## src/rtl/lb_pkg.sv

```systemverilog
package lb_pkg;

  typedef enum logic [1:0] {
    ST_IDLE = 2'd0,
    ST_WAIT = 2'd1,
    ST_XFER = 2'd2
  } lb_state_e;

  // {memory_not_io, data_not_command, write_not_read}
  localparam logic [2:0] CYC_MEM_RD = 3'b110;
  localparam logic [2:0] CYC_MEM_WR = 3'b111;
  localparam logic [2:0] CYC_FETCH  = 3'b100;

  localparam int LANES = 4;
  localparam int DATA_W = 8 * LANES;

endpackage

```

## src/rtl/lb_decode.sv

```systemverilog
module lb_decode #(
  parameter int          AW      = 30,
  parameter int          IDX_W   = 4,
  parameter logic [29:0] BASE_WORD = 30'h0
) (
  input  logic [2:0]    cyc_type,
  input  logic [AW-1:0] word_addr,
  output logic          hit,
  output logic          is_write
);
  import lb_pkg::*;

  logic mem_space;
  logic in_window;

  always_comb begin
    mem_space = (cyc_type == CYC_MEM_RD) || (cyc_type == CYC_MEM_WR) ||
                (cyc_type == CYC_FETCH);
    in_window = (word_addr[AW-1:IDX_W] == BASE_WORD[AW-1:IDX_W]);
    hit       = mem_space && in_window;
    is_write  = (cyc_type == CYC_MEM_WR);
  end

endmodule

```

## src/rtl/lb_seq.sv

```systemverilog
module lb_seq #(
  parameter int IDX_W = 4,
  parameter int WAITS = 2
) (
  input  logic             clk,
  input  logic             rst_n,
  input  logic             start,
  input  logic [IDX_W-1:0] start_idx,
  input  logic             start_write,
  input  logic             start_burst,
  input  logic [3:0]       start_be_n,
  output logic             claim,
  output logic             single_rdy,
  output logic             burst_rdy,
  output logic             wr_en,
  output logic             rd_beat,
  output logic [IDX_W-1:0] beat_idx,
  output logic [3:0]       lane_en
);
  import lb_pkg::*;

  localparam logic [1:0] WAIT_LOAD = 2'(WAITS);

  lb_state_e        state;
  logic [1:0]       wcnt;
  logic [1:0]       beat;
  logic             burst_q;
  logic             write_q;
  logic [IDX_W-1:0] idx_q;
  logic [3:0]       be_n_q;
  logic [1:0]       low_idx;
  logic             xfer;

  always_ff @(posedge clk) begin
    if (!rst_n) begin
      state   <= ST_IDLE;
      wcnt    <= '0;
      beat    <= '0;
      burst_q <= 1'b0;
      write_q <= 1'b0;
      idx_q   <= '0;
      be_n_q  <= 4'hF;
    end else begin
      case (state)
        ST_IDLE: begin
          if (start) begin
            idx_q   <= start_idx;
            write_q <= start_write;
            burst_q <= start_burst;
            be_n_q  <= start_be_n;
            beat    <= '0;
            wcnt    <= WAIT_LOAD;
            state   <= (WAITS == 0) ? ST_XFER : ST_WAIT;
          end
        end
        ST_WAIT: begin
          if (wcnt == 2'd1) state <= ST_XFER;
          wcnt <= wcnt - 2'd1;
        end
        ST_XFER: begin
          if (burst_q && (beat != 2'd3)) beat <= beat + 2'd1;
          else state <= ST_IDLE;
        end
        default: state <= ST_IDLE;
      endcase
    end
  end

  always_comb begin
    xfer       = (state == ST_XFER);
    claim      = (state != ST_IDLE);
    single_rdy = xfer && !burst_q;
    burst_rdy  = xfer && burst_q;
    wr_en      = xfer && write_q;
    rd_beat    = xfer && !write_q;
    low_idx    = idx_q[1:0] + beat;
    beat_idx   = {idx_q[IDX_W-1:2], low_idx};
    lane_en    = ~be_n_q;
  end

endmodule

```

## src/rtl/lb_store.sv

```systemverilog
module lb_store #(
  parameter int DEPTH = 16,
  parameter int IDX_W = 4
) (
  input  logic             clk,
  input  logic             rst_n,
  input  logic             wr_en,
  input  logic [IDX_W-1:0] idx,
  input  logic [3:0]       lane_en,
  input  logic [31:0]      wdata,
  output logic [31:0]      rdata
);

  for (genvar l = 0; l < 4; l++) begin : g_lane
    logic [7:0] bytes [DEPTH];

    always_ff @(posedge clk) begin
      if (!rst_n) begin
        for (int i = 0; i < DEPTH; i++) bytes[i] <= '0;
      end else if (wr_en && lane_en[l]) begin
        bytes[idx] <= wdata[8*l +: 8];
      end
    end

    assign rdata[8*l +: 8] = bytes[idx];
  end

endmodule

```

## src/rtl/lb_target.sv

```systemverilog
module lb_target #(
  parameter logic [31:0] BASE_ADDR   = 32'h0000_4000,
  parameter int          DEPTH_WORDS = 16,
  parameter int          WAITS       = 2,
  parameter bit          NARROW      = 1'b0
) (
  input  logic        clk,
  input  logic        rst_n,
  input  logic        addr_strobe_n,
  input  logic [2:0]  cyc_type,
  input  logic [29:0] word_addr,
  input  logic [3:0]  byte_en_n,
  input  logic        burst_req_n,
  input  logic [31:0] wr_data,
  output logic        claim_n,
  output logic        single_rdy_n,
  output logic        burst_rdy_n,
  output logic        size16_n,
  output logic [31:0] rd_data,
  output logic        rd_oe
);

  localparam int          IDX_W     = $clog2(DEPTH_WORDS);
  localparam logic [29:0] BASE_WORD = BASE_ADDR[31:2];

  logic             hit;
  logic             is_write;
  logic             claim;
  logic             single_rdy;
  logic             burst_rdy;
  logic             wr_en;
  logic             rd_beat;
  logic [IDX_W-1:0] beat_idx;
  logic [3:0]       lane_en;
  logic [31:0]      mem_rdata;

  lb_decode #(
    .AW       (30),
    .IDX_W    (IDX_W),
    .BASE_WORD(BASE_WORD)
  ) u_decode (
    .cyc_type (cyc_type),
    .word_addr(word_addr),
    .hit      (hit),
    .is_write (is_write)
  );

  lb_seq #(
    .IDX_W(IDX_W),
    .WAITS(WAITS)
  ) u_seq (
    .clk        (clk),
    .rst_n      (rst_n),
    .start      (!addr_strobe_n && hit),
    .start_idx  (word_addr[IDX_W-1:0]),
    .start_write(is_write),
    .start_burst(!burst_req_n),
    .start_be_n (byte_en_n),
    .claim      (claim),
    .single_rdy (single_rdy),
    .burst_rdy  (burst_rdy),
    .wr_en      (wr_en),
    .rd_beat    (rd_beat),
    .beat_idx   (beat_idx),
    .lane_en    (lane_en)
  );

  lb_store #(
    .DEPTH(DEPTH_WORDS),
    .IDX_W(IDX_W)
  ) u_store (
    .clk    (clk),
    .rst_n  (rst_n),
    .wr_en  (wr_en),
    .idx    (beat_idx),
    .lane_en(lane_en),
    .wdata  (wr_data),
    .rdata  (mem_rdata)
  );

  always_comb begin
    claim_n      = !claim;
    single_rdy_n = !single_rdy;
    burst_rdy_n  = !burst_rdy;
    size16_n     = NARROW ? !claim : 1'b1;
    rd_oe        = rd_beat;
    rd_data      = rd_beat ? mem_rdata : '0;
  end

endmodule

```

## config.mk

```make
export PLATFORM = sky130hd
export DESIGN_NAME = lb_target
export DESIGN_NICKNAME = d
export VERILOG_FILES = /design/src/rtl/lb_pkg.sv /design/src/rtl/lb_decode.sv /design/src/rtl/lb_seq.sv /design/src/rtl/lb_store.sv /design/src/rtl/lb_target.sv
export SDC_FILE = /design/constraint.sdc
export NUM_CORES = 1
export LEC_CHECK = 0
export ABC_CLOCK_PERIOD_IN_PS = 5800
export BUFFER_PORTS_ARGS = -buffer_cell sky130_fd_sc_hd__buf_2
export CAP_MARGIN = 40
export CORE_ASPECT_RATIO = 0.9
export CORE_MARGIN = 4
export CORE_UTILIZATION = 45
export CTS_BUF_LIST = sky130_fd_sc_hd__clkbuf_8 sky130_fd_sc_hd__clkbuf_16
export DETAILED_ROUTE_END_ITERATION = 16
export PLACE_DENSITY_LB_ADDON = 0.05
export SLEW_MARGIN = 20
export SYNTH_ARGS = -nofsm -noshare
export SYNTH_HDL_FRONTEND = slang
export SYNTH_SLANG_ARGS = --single-unit
```

## constraint.sdc

```tcl
create_clock -name clk -period 5.8 [get_ports clk]
set_input_delay 0.58 -clock clk [delete_from_list [all_inputs] [get_ports clk]]
set_output_delay 0.58 -clock clk [all_outputs]
set_load 0.005 [all_outputs]
```

==> metrics.cfg, run 1 <==
[status]
status = completed

[run]
drv_cap = 0

[route]
drc = 0
detail-route-antenna-nets = 0
vias = 17100
postRouteWirelength_mm = 72.3
drt_first_pass_iters = 5
routed_via_density = 5.57
wl_per_cell_microns = 23.6
initialDrtViolationCount = 1766

[timing]
fin_crit_sh_pct = 73.7
max_freq_mhz = 234
hold_viol_final = 0
setup_violations = 0
drv_slew = 0
worst_pin_slew_ns = 0.872
holdWs_ns = 0.204
slew_headroom_pct = 41.5
tns_ns = 0
fin_skew_ns = 0.0190
rsz0062_at_grt = no
fin_crit_ns = 4.28

[die]
io_pins = 110
rows = 81
die_area_sq_um = 58900
dieWidth_microns = 255
core_area_sq_um = 54400
dieHeight_microns = 231
start_util_pct = 45.6

[clock_network]
cts_setup_buffers = 0
cts_hold_buf = 0
root_buffer = clkbuf_16
clock_sinks = 528
post_cts_resized = 0
clk_path_buf_depth = 3
htreeDepth = 2
numCtsBuffers = 57
clk_pin_slew_ns = 0.06
clk_latency_ns = 0.63
tritoncts = yes

[logic_synthesis]
synthCells = 2205
ys_seq_area_share_pct = 63.3
ys_types = 44
async_flop_share_pct = 0
post_synth.cell_area_avg_sq_um = 11.2
synth-seq-cells = 528
syn-num-nets = 2281
ys_warn_count = 0
synth_edf_count = 512
syn_area_sq_um = 24800
yosys_most_used_dff = edfxtp_1

[finish]
multiInputGateArea_sq_um = 8360
fillers = 4876
utilization_pct = 51.3
drive_above_1_share_pct = 12.1
insertedDiodeCount = 0
synthToLayoutAreaGrowth_pct = 12.6
seqCellArea_sq_um = 15700
layout.nets = 2388

[global_routing]
grt-ovfl-total = 0
grt_pass1_vias = 17100
grt_max_degree = 127
track_usage_pct = 24.2
grt_pass1_wl_mm = 108
antenna_found_initial = 0

[worst_setup_path]
rrSetupSlack_ns = 2.25
max_stage_delay_ns = 0.78
path_depth = 7
cp_num_buf_inv = 2
worstPathCellList = ha_1 -> nand2_1 -> buf_4 -> a21oi_1 -> nor4_1 -> nor2_1 -> buf_2
rr_worst_depth = 6
regToRegEndpoint = u_store.g_lane[0].bytes[14][2]
worstPathArrival_ns = 3.70
rr_startpoint = u_seq.beat[0]
crit_family = simple AND/OR/NAND/NOR gates
crit_slowest_cell = nand2_1
worstPathRequired_ns = 5.22
start_kind = register
crit_fanout = 19
cp-end-kind = primary output
crit_type = register to primary output

[min_path]
hold_path_class = primary input to register
hold_depth = 3
min_from = byte_en_n[0]
min_to = u_seq.be_n_q[0]

[placement]
gp_congestion = 0.825
dp_hpwl_mm = 47.0
port_buffers = 108

[power_and_ir_drop]
p_per_area_nw_per_um2 = 293
p_leak_nw = 10.2
ir_worst_vdd_uv = 254

[cells in the mapped netlist (2+ instances only)]
library cell | n | area share, %
and2_1 | 517 | 13
edfxtp_1 | 512 | 62
nand2_1 | 384 | 5.8
nor2_1 | 165 | 2.5
nand3_1 | 113 | 2.3
clkbuf_1 | 79 | 1.2
o21ai_0 | 68 | 1.4
a21oi_1 | 48 | 0.97
mux2i_1 | 44 | 1.8
buf_2 | 39 | 0.79
a31oi_1 | 38 | 0.96
nand4_1 | 34 | 0.86
o32ai_1 | 23 | 0.81
nor4_1 | 18 | 0.45
dfxtp_1 | 16 | 1.3
nor2b_1 | 12 | 0.30
and3_1 | 9 | 0.23
buf_6 | 9 | 0.41
nand2b_1 | 9 | 0.23
nor4_2 | 9 | 0.45
a21o_1 | 8 | 0.24
o32a_1 | 8 | 0.32
buf_4 | 7 | 0.21
buf_1 | 4 | 0.061
nor3_1 | 4 | 0.081
buf_12 | 3 | 0.24
ha_1 | 3 | 0.15
a32oi_1 | 2 | 0.071
buf_8 | 2 | 0.12
inv_1 | 2 | 0.030
nor4b_1 | 2 | 0.071
o211a_1 | 2 | 0.081
[metal layers]
layer	global-route usage [%]	up-vias	routed length (microns)
met4	7.18	0	1920
li1	-	7906	-
met2	40.4	525	34700
met5	0	-	0
met3	3.17	114	3970
met1	33.4	8512	31700
[cell families after synthesis]
| logic type | synth area share (%) |
|---|---|
| multiplexers | 1.88 |
| AND/OR/NAND/NOR | 26.5 |
| AO/OA/AOI/OAI | 4.95 |
| flip-flops | 63.3 |
| other | 0.0151 |
| buffers and inverters | 3.06 |
| XOR/XNOR | 0.197 |
| adder cells (fa/ha/maj) | 0.151 |
[worst register-to-register path: stages, from the launching register on]
cell,delay (ns)
dfxtp_1,0.38
ha_1,0.21
xor3_4,0.74
nand2b_1,0.64
buf_4,0.44
o21ai_0,0.58
buf_2,0.28
[through the flow]
step	instance area (sq um)	power (mW)	cells	worst slack, ns
after CTS	27800	8.23	3056	1.43
after detailed placement	26100	4.77	2950	2.08
final	27900	8.18	3064	1.52
after floorplan	24800	4.60	2205	3.45
after global placement	25800	4.76	2918	1.92
after global routing	27900	8.44	3064	1.32
[placed cells by master (no fill, tap or decap), types with 2 or more instances in the layout]
master	count
buf_4	51
o32ai_1	23
nand2b_1	7
clkinv_1	13
nor4b_1	2
inv_1	18
o32a_1	8
nand4_1	34
a31oi_1	38
mux2i_1	44
ha_1	3
nand2b_2	2
buf_2	132
nand2_1	384
dfxtp_1	15
and3_1	9
buf_12	2
nor4_2	9
nor3_1	4
a32oi_1	2
o21ai_0	51
a21o_1	8
and2_1	517
o211a_1	2
o21ai_1	17
nor2_1	164
buf_16	4
edfxtp_1	512
bufinv_16	3
clkbuf_16	59
a21oi_1	48
nor4_1	18
clkinv_2	14
nor2b_1	11
nand3_1	113
[registers in the layout (all words and copies together), names as in the netlist]
register,flops
u_store.g_lane.bytes,512
u_seq.write_q,1
u_seq.be_n_q,4
u_seq.beat,2
u_seq.wcnt,2
u_seq.burst_q,1
u_seq.idx_q,4
u_seq.state,2
[report_power, final]
group          switching [mW]  total (mW)  internal [mW]
Combinational           0.207       0.284         0.0775
Clock                    1.53        3.49           1.96
Sequential             0.0553        4.41           4.35
Total                    1.79        8.18           6.39
[worst max path at each step]
stage                                endpoint  slack, ns          start
2_1_floorplan  u_store.g_lane[2].bytes[13][0]       3.45          rst_n
3_3_place_gp                      rd_data[23]       1.92  u_seq.beat[0]
3_5_place_dp                       rd_data[7]       2.08  u_seq.beat[0]
4_1_cts                            rd_data[7]       1.43  u_seq.beat[0]
5_1_grt                           rd_data[17]       1.32  u_seq.beat[0]
6_report                          rd_data[28]       1.52  u_seq.beat[0]
[cell type report]
| class | count | share of cell area (%) |
|---|---|---|
| flip-flops and latches | 528 | 56.2 |
| multi-input cells | 1532 | 30.0 |
| clock buffers | 59 | 5.29 |
| repair buffers | 191 | 4.36 |
| well taps | 705 | 3.16 |
| clock inverters | 47 | 0.995 |
| inverters | 2 | 0.0269 |
Note: power is estimated with default switching activity, not from simulation.
==> inputs of run 2 (changes only) <==
--- a/config.mk
+++ b/config.mk
@@ -5,7 +5,7 @@
 export SDC_FILE = /design/constraint.sdc
 export NUM_CORES = 1
 export LEC_CHECK = 0
-export ABC_CLOCK_PERIOD_IN_PS = 5800
+export ABC_CLOCK_PERIOD_IN_PS = 3700
 export BUFFER_PORTS_ARGS = -buffer_cell sky130_fd_sc_hd__buf_2
 export CAP_MARGIN = 40
 export CORE_ASPECT_RATIO = 0.9
==> constraint.sdc (replaced) <==
create_clock -name clk -period 3.7 [get_ports clk]
set_input_delay 0.37 -clock clk [delete_from_list [all_inputs] [get_ports clk]]
set_output_delay 0.37 -clock clk [all_outputs]
set_load 0.005 [all_outputs]
==> run 2 against run 1 <==
  * Flip-flop and latch count did not move
  * Critical path depth did not move
  * Wire length fell by 0.34%
  * First-iteration DRC count fell by 4.8%
  * Sequential share of layout area fell by 0.67 points
  * Cell area rose by 1.2%
  * Highest routed layer unchanged
==> metrics.cfg, run 2 (synthesis results as in run 1) <==
[placement]
port_buffers = 108  ; unchanged
gp_congestion = 0.835  ; +1.3%
post-place-ws_ns = 0.760  ; -1.33 ns
dp_hpwl_mm = 47.0  ; about the same

[global_routing]
antenna_found_initial = 1  ; +1
grt_max_degree = 76  ; -40%
grt_pass1_wl_mm = 107  ; -1.6%
grt-ovfl-total = 0  ; unchanged
track_usage_pct = 23.9  ; -0.29 points
grt_pass1_vias = 16800  ; -2.1%

[worst_setup_path]
worstSetupStartpoint = u_seq.beat[1]
rr_startpoint = u_seq.idx_q[1]
worstPathArrival_ns = 3.24  ; -0.46 ns
start_kind = register
crit_fanout = 8  ; -11
crit_type = register to primary output
cp-end-kind = primary output
worstPathRequired_ns = 3.33  ; -1.89 ns

[clock_network]
root_buffer = clkbuf_16
clk_latency_ns = 0.61  ; -0.02 ns
numCtsBuffers = 56  ; -1.8%
htreeDepth = 2  ; unchanged
clk_pin_slew_ns = 0.06  ; about the same
clock_sinks = 528  ; unchanged
clk_path_buf_depth = 3  ; unchanged
tritoncts = yes

[finish]
mostFrequentLayoutCell = and2_1
fillers = 4907  ; +0.64%
mostFrequentLayoutCells = 517 x and2_1, 512 x edfxtp_1, 384 x nand2_1
largest_reg_flops = 512  ; unchanged
layout.nets = 2429  ; +1.7%
drive_above_1_share_pct = 13.6  ; +1.5 points
synthToLayoutAreaGrowth_pct = 13.9
regMostFlops = u_store.g_lane.bytes
reg_top3 = u_store.g_lane.bytes x512, u_seq.be_n_q x4, u_seq.idx_q x4

[route]
drc = 0  ; unchanged
postRouteWirelength_mm = 72.0  ; -0.34%
detail-route-antenna-nets = 0  ; unchanged
vias = 17100  ; +0.42%
routed_via_density = 5.52  ; -0.87%
initialDrtViolationCount = 1682  ; -4.8%
drt_first_pass_iters = 5  ; unchanged
wl_per_cell_microns = 23.2  ; -1.6%

[power_and_ir_drop]
pwr-share-seq_pct = 54.8  ; +0.9 points
p_per_area_nw_per_um2 = 446  ; +52%
p_total_mw = 12.6  ; +54%
p_switching_mw = 2.72  ; +52%
p_leak_nw = 10.3  ; +1.8%
intPower_mw = 9.87  ; +54%
clock_power_share_pct = 41.5  ; -1.1 points
switching_share_pct = 21.6  ; -0.29 points
combPwrFrac_pct = 3.6  ; about the same
ir_worst_vdd_uv = 352  ; +38%

[die]
rows = 81  ; unchanged
core_area_sq_um = 54400  ; unchanged
io_pins = 110  ; unchanged
dieWidth_microns = 255  ; unchanged
die_area_sq_um = 58900  ; unchanged
start_util_pct = 45.6  ; unchanged
dieHeight_microns = 231  ; unchanged

[timing]
hold_viol_final = 0  ; unchanged
fin_skew_ns = 0.0261  ; +0.00715 ns
worst_pin_slew_ns = 0.813  ; -0.0594 ns
fin_crit_ns = 3.61
slew_headroom_pct = 45.5  ; +4.0 points
tns_ns = 0  ; unchanged
setup_violations = 0  ; unchanged
fin_crit_sh_pct = 97.6
max_freq_mhz = 277
rsz0062_at_grt = no
worst_slack_ns = 0.0870  ; -1.44 ns
drv_slew = 0  ; unchanged

[status]
status = completed

[min_path]
min_from = word_addr[3]
hold_path_class = primary input to register

[run]
drv_cap = 0  ; unchanged

[run 2: cell types whose count changed in the layout (fill, tap and decap cells not counted), sizes merged]
cell / change
buf: +37
bufinv: -1
clkbuf: -2
clkinv: -1
clkinvlp: +1
diode: +1
dlygate4sd3: +3
xnor3: +1
xor3: +1
[run 2: layout make-up]
| class | instances | area (sq um) | area share (%) |
|---|---|---|---|
| Sequential cell | 528 | 15700 | 55.6 |
| Clock buffer | 57 | 1430 | 5.05 |
| Antenna cell | 1 | 2.50 | 0.00886 |
| Timing Repair Buffer | 231 | 1570 | 5.55 |
| Tap cell | 705 | 882 | 3.12 |
| Clock inverter | 46 | 259 | 0.917 |
| Inverter | 2 | 7.51 | 0.0266 |
| Multi-Input combinational cell | 1534 | 8410 | 29.8 |
[run 2: per-stage QoR]
stage / utilization [%] / cell area [sq um] / hold slack, ns / std cells
final: 51.9 / 28300 / 0.0369 / 3104
after global routing: 51.9 / 28300 / 0.0417 / 3104
after CTS: 51.8 / 28200 / 0.000298 / 3098
after detailed placement: 48.6 / 26500 / 0.466 / 2992
after global placement: 48.5 / 26400 / 0.464 / 2983
after floorplan: - / 24800 / 0.442 / 2205
[run 2: worst max-delay path: stages (launching register included)]
cell and delay (ns):
dfxtp_1 0.53, xor3_4 0.71, buf_4 0.23, mux2i_1 0.24, o32ai_1 0.14, nor4_1 0.50
nor2_1 0.13, buf_2 0.16
[run 2: path summary, 6_finish.rpt]
check                                                endpoint  depth (start not counted)  slack (ns)
worst min register to register                u_seq.be_n_q[2]                          2        0.49
worst min-delay path                           u_seq.idx_q[3]                          3        0.04
worst max register to register  u_store.g_lane[1].bytes[6][2]                          5        0.92
worst max-delay path                              rd_data[25]                          7        0.09
[run 2: power by group through the flow]
stage	clock [mW]	sequential (mW)	combinational (mW)
after floorplan	0	7.00	0.210
after global placement	0	7.02	0.448
after detailed placement	0	7.03	0.457
after CTS	5.34	6.90	0.461
after global routing	5.58	6.93	0.500
final	5.23	6.90	0.456
[run 2: repair_timing]
item                                   4_1_cts  5_1_grt
setup endpoints to repair                    0        4
resized for setup                            0        1
hold buffers                                 3        0
endpoints found under the hold margin        3        0
setup buffers                                0        2
[run 2: layer usage]
layer  share of wire [%]  vias to the layer above  GRT usage, %
met5                   0                        -             0
met1                  44                     8482          33.2
met4                 2.7                        0          7.06
li1                    -                     8009             -
met3                 5.7                      122          3.22
met2                  48                      516          39.7
